### config.mk
export PLATFORM = sky130hd
export DESIGN_NAME = pixel_cmd_unit
export DESIGN_NICKNAME = d
export VERILOG_FILES = /design/src/rtl/pcu_pkg.sv /design/src/rtl/pcu_pixel_lane.sv /design/src/rtl/pcu_word_cache.sv /design/src/rtl/pcu_event_ctr.sv /design/src/rtl/pixel_cmd_unit.sv
export SDC_FILE = /design/constraint.sdc
export NUM_CORES = 1
export LEC_CHECK = 0
export CAP_MARGIN = 20
export CORE_UTILIZATION = 53
export CTS_BUF_LIST = sky130_fd_sc_hd__clkbuf_8
export DETAILED_ROUTE_END_ITERATION = 8
export GPL_TIMING_DRIVEN = 0
export PLACE_DENSITY = 0.83
export SETUP_SLACK_MARGIN = 0.1
export SLEW_MARGIN = 20
export SYNTH_ARGS = -nofsm -noshare
export SYNTH_HDL_FRONTEND = slang
export SYNTH_SLANG_ARGS = --single-unit
### constraint.sdc
create_clock -name clk -period 13.8 [get_ports clk]
set_clock_uncertainty 0.1 [all_clocks]
set_input_delay 4.14 -clock clk [delete_from_list [all_inputs] [get_ports clk]]
set_output_delay 4.14 -clock clk [all_outputs]
set_load 0.05 [all_outputs]
### src/rtl/pcu_pkg.sv
package pcu_pkg;
  localparam int WORD_W  = 16;
  localparam int COL_W   = 8;
  localparam int CODE_W  = 4;
  localparam int DEPTH_W = 3;
  localparam int TGT_W   = 4;

  localparam logic [CODE_W-1:0] OP_COPY  = 4'h1;
  localparam logic [CODE_W-1:0] OP_WRITE = 4'h2;

  typedef struct packed {
    logic [DEPTH_W-1:0] depth;
    logic [TGT_W-1:0]   target;
    logic [COL_W-1:0]   colour;
  } pix_sel_t;
endpackage

### src/rtl/pcu_pixel_lane.sv
// Field extraction and merge for one word; index 0 sits at the MSB end.
module pcu_pixel_lane
  import pcu_pkg::*;
(
  input  logic [WORD_W-1:0] word_i,
  input  pix_sel_t          sel_i,
  output logic [WORD_W-1:0] pixel_o,
  output logic [WORD_W-1:0] merged_o,
  output logic              nonzero_o
);
  logic [4:0]        bpp;
  logic [TGT_W-1:0]  idx_mask;
  logic [TGT_W-1:0]  idx;
  logic [8:0]        span;
  logic [4:0]        shift;
  logic [WORD_W-1:0] lo_mask;
  logic [WORD_W-1:0] field_mask;
  logic [WORD_W-1:0] wval;

  always_comb begin
    case (sel_i.depth)
      3'd0:    begin bpp = 5'd1; idx_mask = 4'hF; lo_mask = 16'h0001; end
      3'd1:    begin bpp = 5'd2; idx_mask = 4'h7; lo_mask = 16'h0003; end
      3'd2:    begin bpp = 5'd4; idx_mask = 4'h3; lo_mask = 16'h000F; end
      3'd3:    begin bpp = 5'd8; idx_mask = 4'h1; lo_mask = 16'h00FF; end
      default: begin bpp = 5'd16; idx_mask = 4'h0; lo_mask = 16'hFFFF; end
    endcase
    idx        = sel_i.target & idx_mask;
    span       = 9'(bpp) * (9'(idx) + 9'd1);
    shift      = 5'(9'd16 - span);
    field_mask = lo_mask << shift;
    pixel_o    = (word_i >> shift) & lo_mask;
    wval       = {{(WORD_W-COL_W){1'b0}}, sel_i.colour} & lo_mask;
    merged_o   = (word_i & ~field_mask) | (wval << shift);
    nonzero_o  = |pixel_o;
  end
endmodule

### src/rtl/pcu_word_cache.sv
module pcu_word_cache
  import pcu_pkg::*;
#(
  parameter int AW = 16
) (
  input  logic              clk,
  input  logic              rst_n,
  input  logic              fill_i,
  input  logic [AW-1:0]     fill_addr_i,
  input  logic [WORD_W-1:0] fill_word_i,
  input  logic [AW-1:0]     look_addr_i,
  output logic              hit_o,
  output logic [WORD_W-1:0] word_o
);
  logic              valid_q, valid_d;
  logic [AW-1:0]     addr_q, addr_d;
  logic [WORD_W-1:0] word_q, word_d;

  always_comb begin
    valid_d = 1'b1;
    addr_d  = fill_addr_i;
    word_d  = fill_word_i;
  end

  always_ff @(posedge clk or negedge rst_n) begin
    if (!rst_n) begin
      valid_q <= 1'b0;
      addr_q  <= '0;
      word_q  <= '0;
    end else if (fill_i) begin
      valid_q <= valid_d;
      addr_q  <= addr_d;
      word_q  <= word_d;
    end
  end

  assign hit_o  = valid_q && (addr_q == look_addr_i);
  assign word_o = word_q;

  p_fill_lands_r7: assert property (@(posedge clk) disable iff (!rst_n)
    fill_i |=> (word_o == $past(fill_word_i)));
endmodule

### src/rtl/pcu_event_ctr.sv
module pcu_event_ctr #(
  parameter int W = 16
) (
  input  logic         clk,
  input  logic         rst_n,
  input  logic         inc_i,
  output logic [W-1:0] count_o
);
  logic [W-1:0] count_q, count_d;

  always_comb count_d = count_q + 1'b1;

  always_ff @(posedge clk or negedge rst_n) begin
    if (!rst_n)     count_q <= '0;
    else if (inc_i) count_q <= count_d;
  end

  assign count_o = count_q;

  p_count_idle_r8: assert property (@(posedge clk) disable iff (!rst_n)
    !inc_i |=> $stable(count_o));
endmodule

### src/rtl/pixel_cmd_unit.sv
module pixel_cmd_unit
  import pcu_pkg::*;
#(
  parameter int AW    = 16,
  parameter int CNT_W = 16
) (
  input  logic               clk,
  input  logic               rst_n,
  input  logic               cmd_valid,
  input  logic [CODE_W-1:0]  cmd_code,
  input  logic [AW-1:0]      cmd_addr,
  input  logic [DEPTH_W-1:0] cmd_depth,
  input  logic [TGT_W-1:0]   cmd_target,
  input  logic [COL_W-1:0]   cmd_colour,
  output logic               cmd_accept,
  output logic               rd_req,
  output logic [AW-1:0]      rd_addr,
  input  logic               rd_valid,
  input  logic [WORD_W-1:0]  rd_data,
  output logic               wr_req,
  output logic [AW-1:0]      wr_addr,
  output logic [WORD_W-1:0]  wr_data,
  output logic               copy_valid,
  output logic [WORD_W-1:0]  copy_colour,
  output logic [WORD_W-1:0]  copy_reg,
  output logic               copy_zero,
  output logic [COL_W-1:0]   copy_opt,
  output logic [CNT_W-1:0]   rd_coll_cnt,
  output logic [CNT_W-1:0]   wr_coll_cnt
);
  localparam int N_CTR = 2;

  // pending-miss state
  logic          busy_q, busy_d;
  logic          pend_wr_q;
  logic [AW-1:0] pend_addr_q;
  pix_sel_t      pend_sel_q;

  // registered copy result
  logic [WORD_W-1:0] creg_q, creg_d;
  logic              czero_q, czero_d;
  logic [COL_W-1:0]  copt_q, copt_d;

  pix_sel_t          cmd_sel, lane_sel;
  logic              exec, is_copy, is_write, is_mem, hit, arrive, resolve, op_write;
  logic [AW-1:0]     op_addr;
  logic [WORD_W-1:0] cache_word, lane_word, pixel, merged, fill_word;
  logic              old_nz, fill;
  logic [N_CTR-1:0]  coll_inc;
  logic [CNT_W-1:0]  coll_cnt [N_CTR];

  always_comb begin
    cmd_sel  = '{depth: cmd_depth, target: cmd_target, colour: cmd_colour};
    exec     = cmd_valid & ~busy_q;
    is_copy  = (cmd_code == OP_COPY);
    is_write = (cmd_code == OP_WRITE);
    is_mem   = is_copy | is_write;
    arrive   = busy_q & rd_valid;
    // while a miss is pending, the stored command drives the datapath
    lane_word = busy_q ? rd_data     : cache_word;
    lane_sel  = busy_q ? pend_sel_q  : cmd_sel;
    op_write  = busy_q ? pend_wr_q   : is_write;
    op_addr   = busy_q ? pend_addr_q : cmd_addr;
    resolve   = arrive | (exec & is_mem & hit);

    cmd_accept  = exec;
    rd_req      = exec & is_mem & ~hit;
    rd_addr     = cmd_addr;
    wr_req      = resolve & op_write;
    wr_addr     = op_addr;
    wr_data     = merged;
    copy_valid  = resolve & ~op_write;
    copy_colour = pixel;

    fill      = arrive | wr_req;
    fill_word = op_write ? merged : rd_data;

    busy_d  = busy_q ? ~rd_valid : rd_req;
    creg_d  = pixel;
    czero_d = ~old_nz;
    copt_d  = lane_sel.colour;

    coll_inc = {wr_req & old_nz, copy_valid & old_nz};
  end

  always_ff @(posedge clk or negedge rst_n) begin
    if (!rst_n) begin
      busy_q <= 1'b0;
    end else begin
      busy_q <= busy_d;
    end
  end

  always_ff @(posedge clk or negedge rst_n) begin
    if (!rst_n) begin
      pend_wr_q   <= 1'b0;
      pend_addr_q <= '0;
      pend_sel_q  <= '0;
    end else if (rd_req) begin
      pend_wr_q   <= is_write;
      pend_addr_q <= cmd_addr;
      pend_sel_q  <= cmd_sel;
    end
  end

  always_ff @(posedge clk or negedge rst_n) begin
    if (!rst_n) begin
      creg_q  <= '0;
      czero_q <= 1'b1;
      copt_q  <= '0;
    end else if (copy_valid) begin
      creg_q  <= creg_d;
      czero_q <= czero_d;
      copt_q  <= copt_d;
    end
  end

  assign copy_reg  = creg_q;
  assign copy_zero = czero_q;
  assign copy_opt  = copt_q;

  pcu_word_cache #(.AW(AW)) u_cache (
    .clk         (clk),
    .rst_n       (rst_n),
    .fill_i      (fill),
    .fill_addr_i (op_addr),
    .fill_word_i (fill_word),
    .look_addr_i (cmd_addr),
    .hit_o       (hit),
    .word_o      (cache_word)
  );

  pcu_pixel_lane u_lane (
    .word_i    (lane_word),
    .sel_i     (lane_sel),
    .pixel_o   (pixel),
    .merged_o  (merged),
    .nonzero_o (old_nz)
  );

  for (genvar i = 0; i < N_CTR; i++) begin : g_ctr
    pcu_event_ctr #(.W(CNT_W)) u_ctr (
      .clk     (clk),
      .rst_n   (rst_n),
      .inc_i   (coll_inc[i]),
      .count_o (coll_cnt[i])
    );
  end

  assign rd_coll_cnt = coll_cnt[0];
  assign wr_coll_cnt = coll_cnt[1];

  p_no_accept_after_miss_r1: assert property (@(posedge clk) disable iff (!rst_n)
    rd_req |=> !cmd_accept);
  p_miss_defers_result_r2: assert property (@(posedge clk) disable iff (!rst_n)
    rd_req |-> (!copy_valid && !wr_req));
  p_single_action_r6: assert property (@(posedge clk) disable iff (!rst_n)
    $onehot0({rd_req, wr_req, copy_valid}));
  p_copy_load_r4: assert property (@(posedge clk) disable iff (!rst_n)
    copy_valid |=> (copy_reg == $past(copy_colour)) && (copy_zero == ($past(copy_colour) == '0)));
  p_copy_hold_r4: assert property (@(posedge clk) disable iff (!rst_n)
    !copy_valid |=> ($stable(copy_reg) && $stable(copy_opt) && $stable(copy_zero)));
endmodule

==> run metrics <==
outcome finished, final reports clean; most used cell, CP inv_1; syn avg cell area 9.76 um2; Critical Path Sink Type primary output; cell family with most CP delay adder cells; pin count of the biggest net entering global routing 79; ANT nets after route 0; die extent in x 128 um; R2R depth 29; Clock Tree Root clkbuf_8; Critical Path Start Type input port; initial core utilization 0.546; first-pass GRT wire length 42800 um; crit path max fanout 10; nets 1125; r2r setup slk 5930 ps; CTS sink cnt 123; drt drc 0; Synth Register Bits 123; PD cells 186 nW/um2; worst-margin pin slew 851 ps; fin util 0.707; final slew viol count 0; Final Cell Area 10800 um2; Core Box Area 15300 um2; RSZ-0062 raised after global routing yes; Post-Place Worst Slack -1880 ps; # IOs 180; Syn Std Cell Area 8360 um2; post-synthesis mux area share 0.200; drt wl/cell 21.6 um; Simple-Gate Fraction of Synth Area 0.160; Post-synth ARST share 1.00; Synth area leaders dfrtp_1 37%, mux2_2 12%, mux2i_1 5.0%; post-synth cell types 83; R2R Path End g_ctr[1].u_ctr.count_o[15]; vias in the first global route 7436; initial antenna violation count 0; Placer Congestion 0.952; CTS clk-pin slew, worst paths 80 ps; Hold Crit Class reg2reg; Post-Syn Instances 856; die footprint 16300 um2; Die Ht 128 um; EDFF count, synth 0; Via density 6.14; hold path startpoint g_ctr[1].u_ctr.count_o[15]; WL final 27700 um; Leak 0.00461 uW; row count 45; hold endpoint g_ctr[1].u_ctr.count_o[15]; endpoints failing hold 0; CP required 9560 ps; total track usage 0.349; Synth Area in Compound Gates 0.135; drt first pass iters 5; antenna diode count 0; main combinational cell family by area after synthesis multiplexers; Worst-Skew Late Latency 460 ps; commonest cells after routing, fill and taps aside 143 x clkdlybuf4s50_1, 122 x dfrtp_1, 87 x mux2_2; Inserted Clock Buffers 17; CP bufs+invs 8; Overflow after GRT 0; xor-xnor portion of the synthesized cell area 0.0582; adder-cell share of the synthesized area 0.0228; critical-path cell list clkdlybuf4s15_1 > mux2i_2 > and3_1 > clkbuf_2 > nor2_2 > nor2_1 > ha_1 > xor2_1 > nand2_1 > fa_1 > inv_1 > ha_1 > inv_1 > ha_1 > inv_1 > fa_1 > clkbuf_4 > inv_1 > nor2_1 > nand2_1 > nor2_1 > a21oi_1 > o2bb2ai_1 > clkdlybuf4s15_2; final setup violation count 0; slew margin rel. 0.417; H-tree depth 4; commonest non-fill, non-tap cell in the layout clkdlybuf4s50_1; Final Critical Period 13560 ps; area grow syn2layout 29.6%; layout cells sized above 1 0.236; fin crit share 0.983; syn nets 925; Starting DRT DRC Count 787; Arrival @ worst endpoint 9320 ps; PnR worst setup slack 239 ps; worst vdd ir 0.106 mV; DR vias 7864; crit-path max cell delay 510 ps; CTS tree yes; register area share after synthesis 0.368; max_cap viols 0; Ys Warns 0; IO Port Bufs 178; Fillers 1210; CP Class in2out; Synth top area share 0.365; max FFs per register 32; clk buf depth 2; cell accounting for the most synthesized area dfrtp_1; r2r startpoint busy_q; ys flop type dfrtp_1; fmax 0.0737 GHz; Final HPWL DP 21000 um; WHS Path Cells 1; dpl cell area 10400 um2; Slowest-stage cell, CP fa_1
## final cells by class
type	count	area (um2)	share of cell area
clock buffers	18	248	0.0229
inverters	25	93.8	0.00866
flip-flops and latches	123	3080	0.284
clock inverters	14	96.3	0.00889
multi-input cells	638	4910	0.453
repair buffers	183	1760	0.162
plain buffers	68	387	0.0357
well taps	211	264	0.0244
## per-layer routing
layer,GRT usage,up-vias,wire [um]
met4,0.108,0,449
met3,0.0766,50,2410
li1,-,3528,-
met1,0.492,3857,12100
met2,0.538,429,12700
met5,0,-,0
## kinds of logic (layout without fill, tap and decap cells)
logic type      after synthesis  after routing
simple gates                260            260
compound gates              167            167
mux                         143            143
flops                       123            123
buf+inv                      95            308
xor+xnor                     54             54
fa+ha+maj                    14             14
## worst register-to-register path, delay by kind of cell, from the launching register on
kind,cells,cell delay [ps]
buffers and inverters,11,2610
adders and majority gates,5,1510
muxes,1,280
and+or+nand+nor,6,1400
DFF,1,440
xor gates and xnor gates,4,810
AOI/OAI and AO/OA,2,600
## synth_stat cells, drive strengths merged (8+ instances only)
cell	number
ha	12
o22ai	10
nand2	86
a221oi	8
nor4	19
xnor2	22
clkbuf	34
a21o	8
buf	36
dfrtp	122
a21oi	47
inv	24
nor3	26
mux2	90
nor2	54
xor2	31
o21ai	31
mux4	8
a211oi	14
nand3	18
mux2i	45
## stage by stage
step | setup TNS (ps) | cells | hold WS, ps | power [uW]
after floorplan | 0 | 856 | 339 | 1310
after global placement | -45090 | 1245 | 354 | 1690
after detailed placement | -44840 | 1246 | 358 | 1700
after CTS | 0 | 1279 | 371 | 1990
after global routing | 0 | 1280 | 396 | 2090
final | 0 | 1280 | 370 | 2010
## what timing repair did
item,CTS,global route
pin swaps,2,3
hold buffers,0,0
endpoints found under the setup margin,32,32
setup buffers,2,2
resized for setup,149,35
## worst max-delay path by stage
stage,end,slack (ps),cells after the start,from
after CTS,wr_data[15],170,24,cmd_depth[2]
after floorplan,wr_data[2],60,24,cmd_depth[1]
after global routing,wr_data[15],60,24,cmd_depth[0]
after detailed placement,wr_data[3],-1880,24,cmd_depth[2]
after global placement,wr_data[3],-1890,24,cmd_depth[2]
final,wr_data[12],240,24,cmd_depth[0]
## where the power goes
| group | internal, uW | total [uW] | switching, uW | leakage (uW) |
|---|---|---|---|---|
| Sequential | 456 | 527 | 71.2 | 0.00153 |
| Clock | 128 | 292 | 163 | 0.000169 |
| Combinational | 398 | 1190 | 793 | 0.00291 |
| Total | 982 | 2010 | 1030 | 0.00461 |
Note: power is estimated with default switching activity, not from simulation.
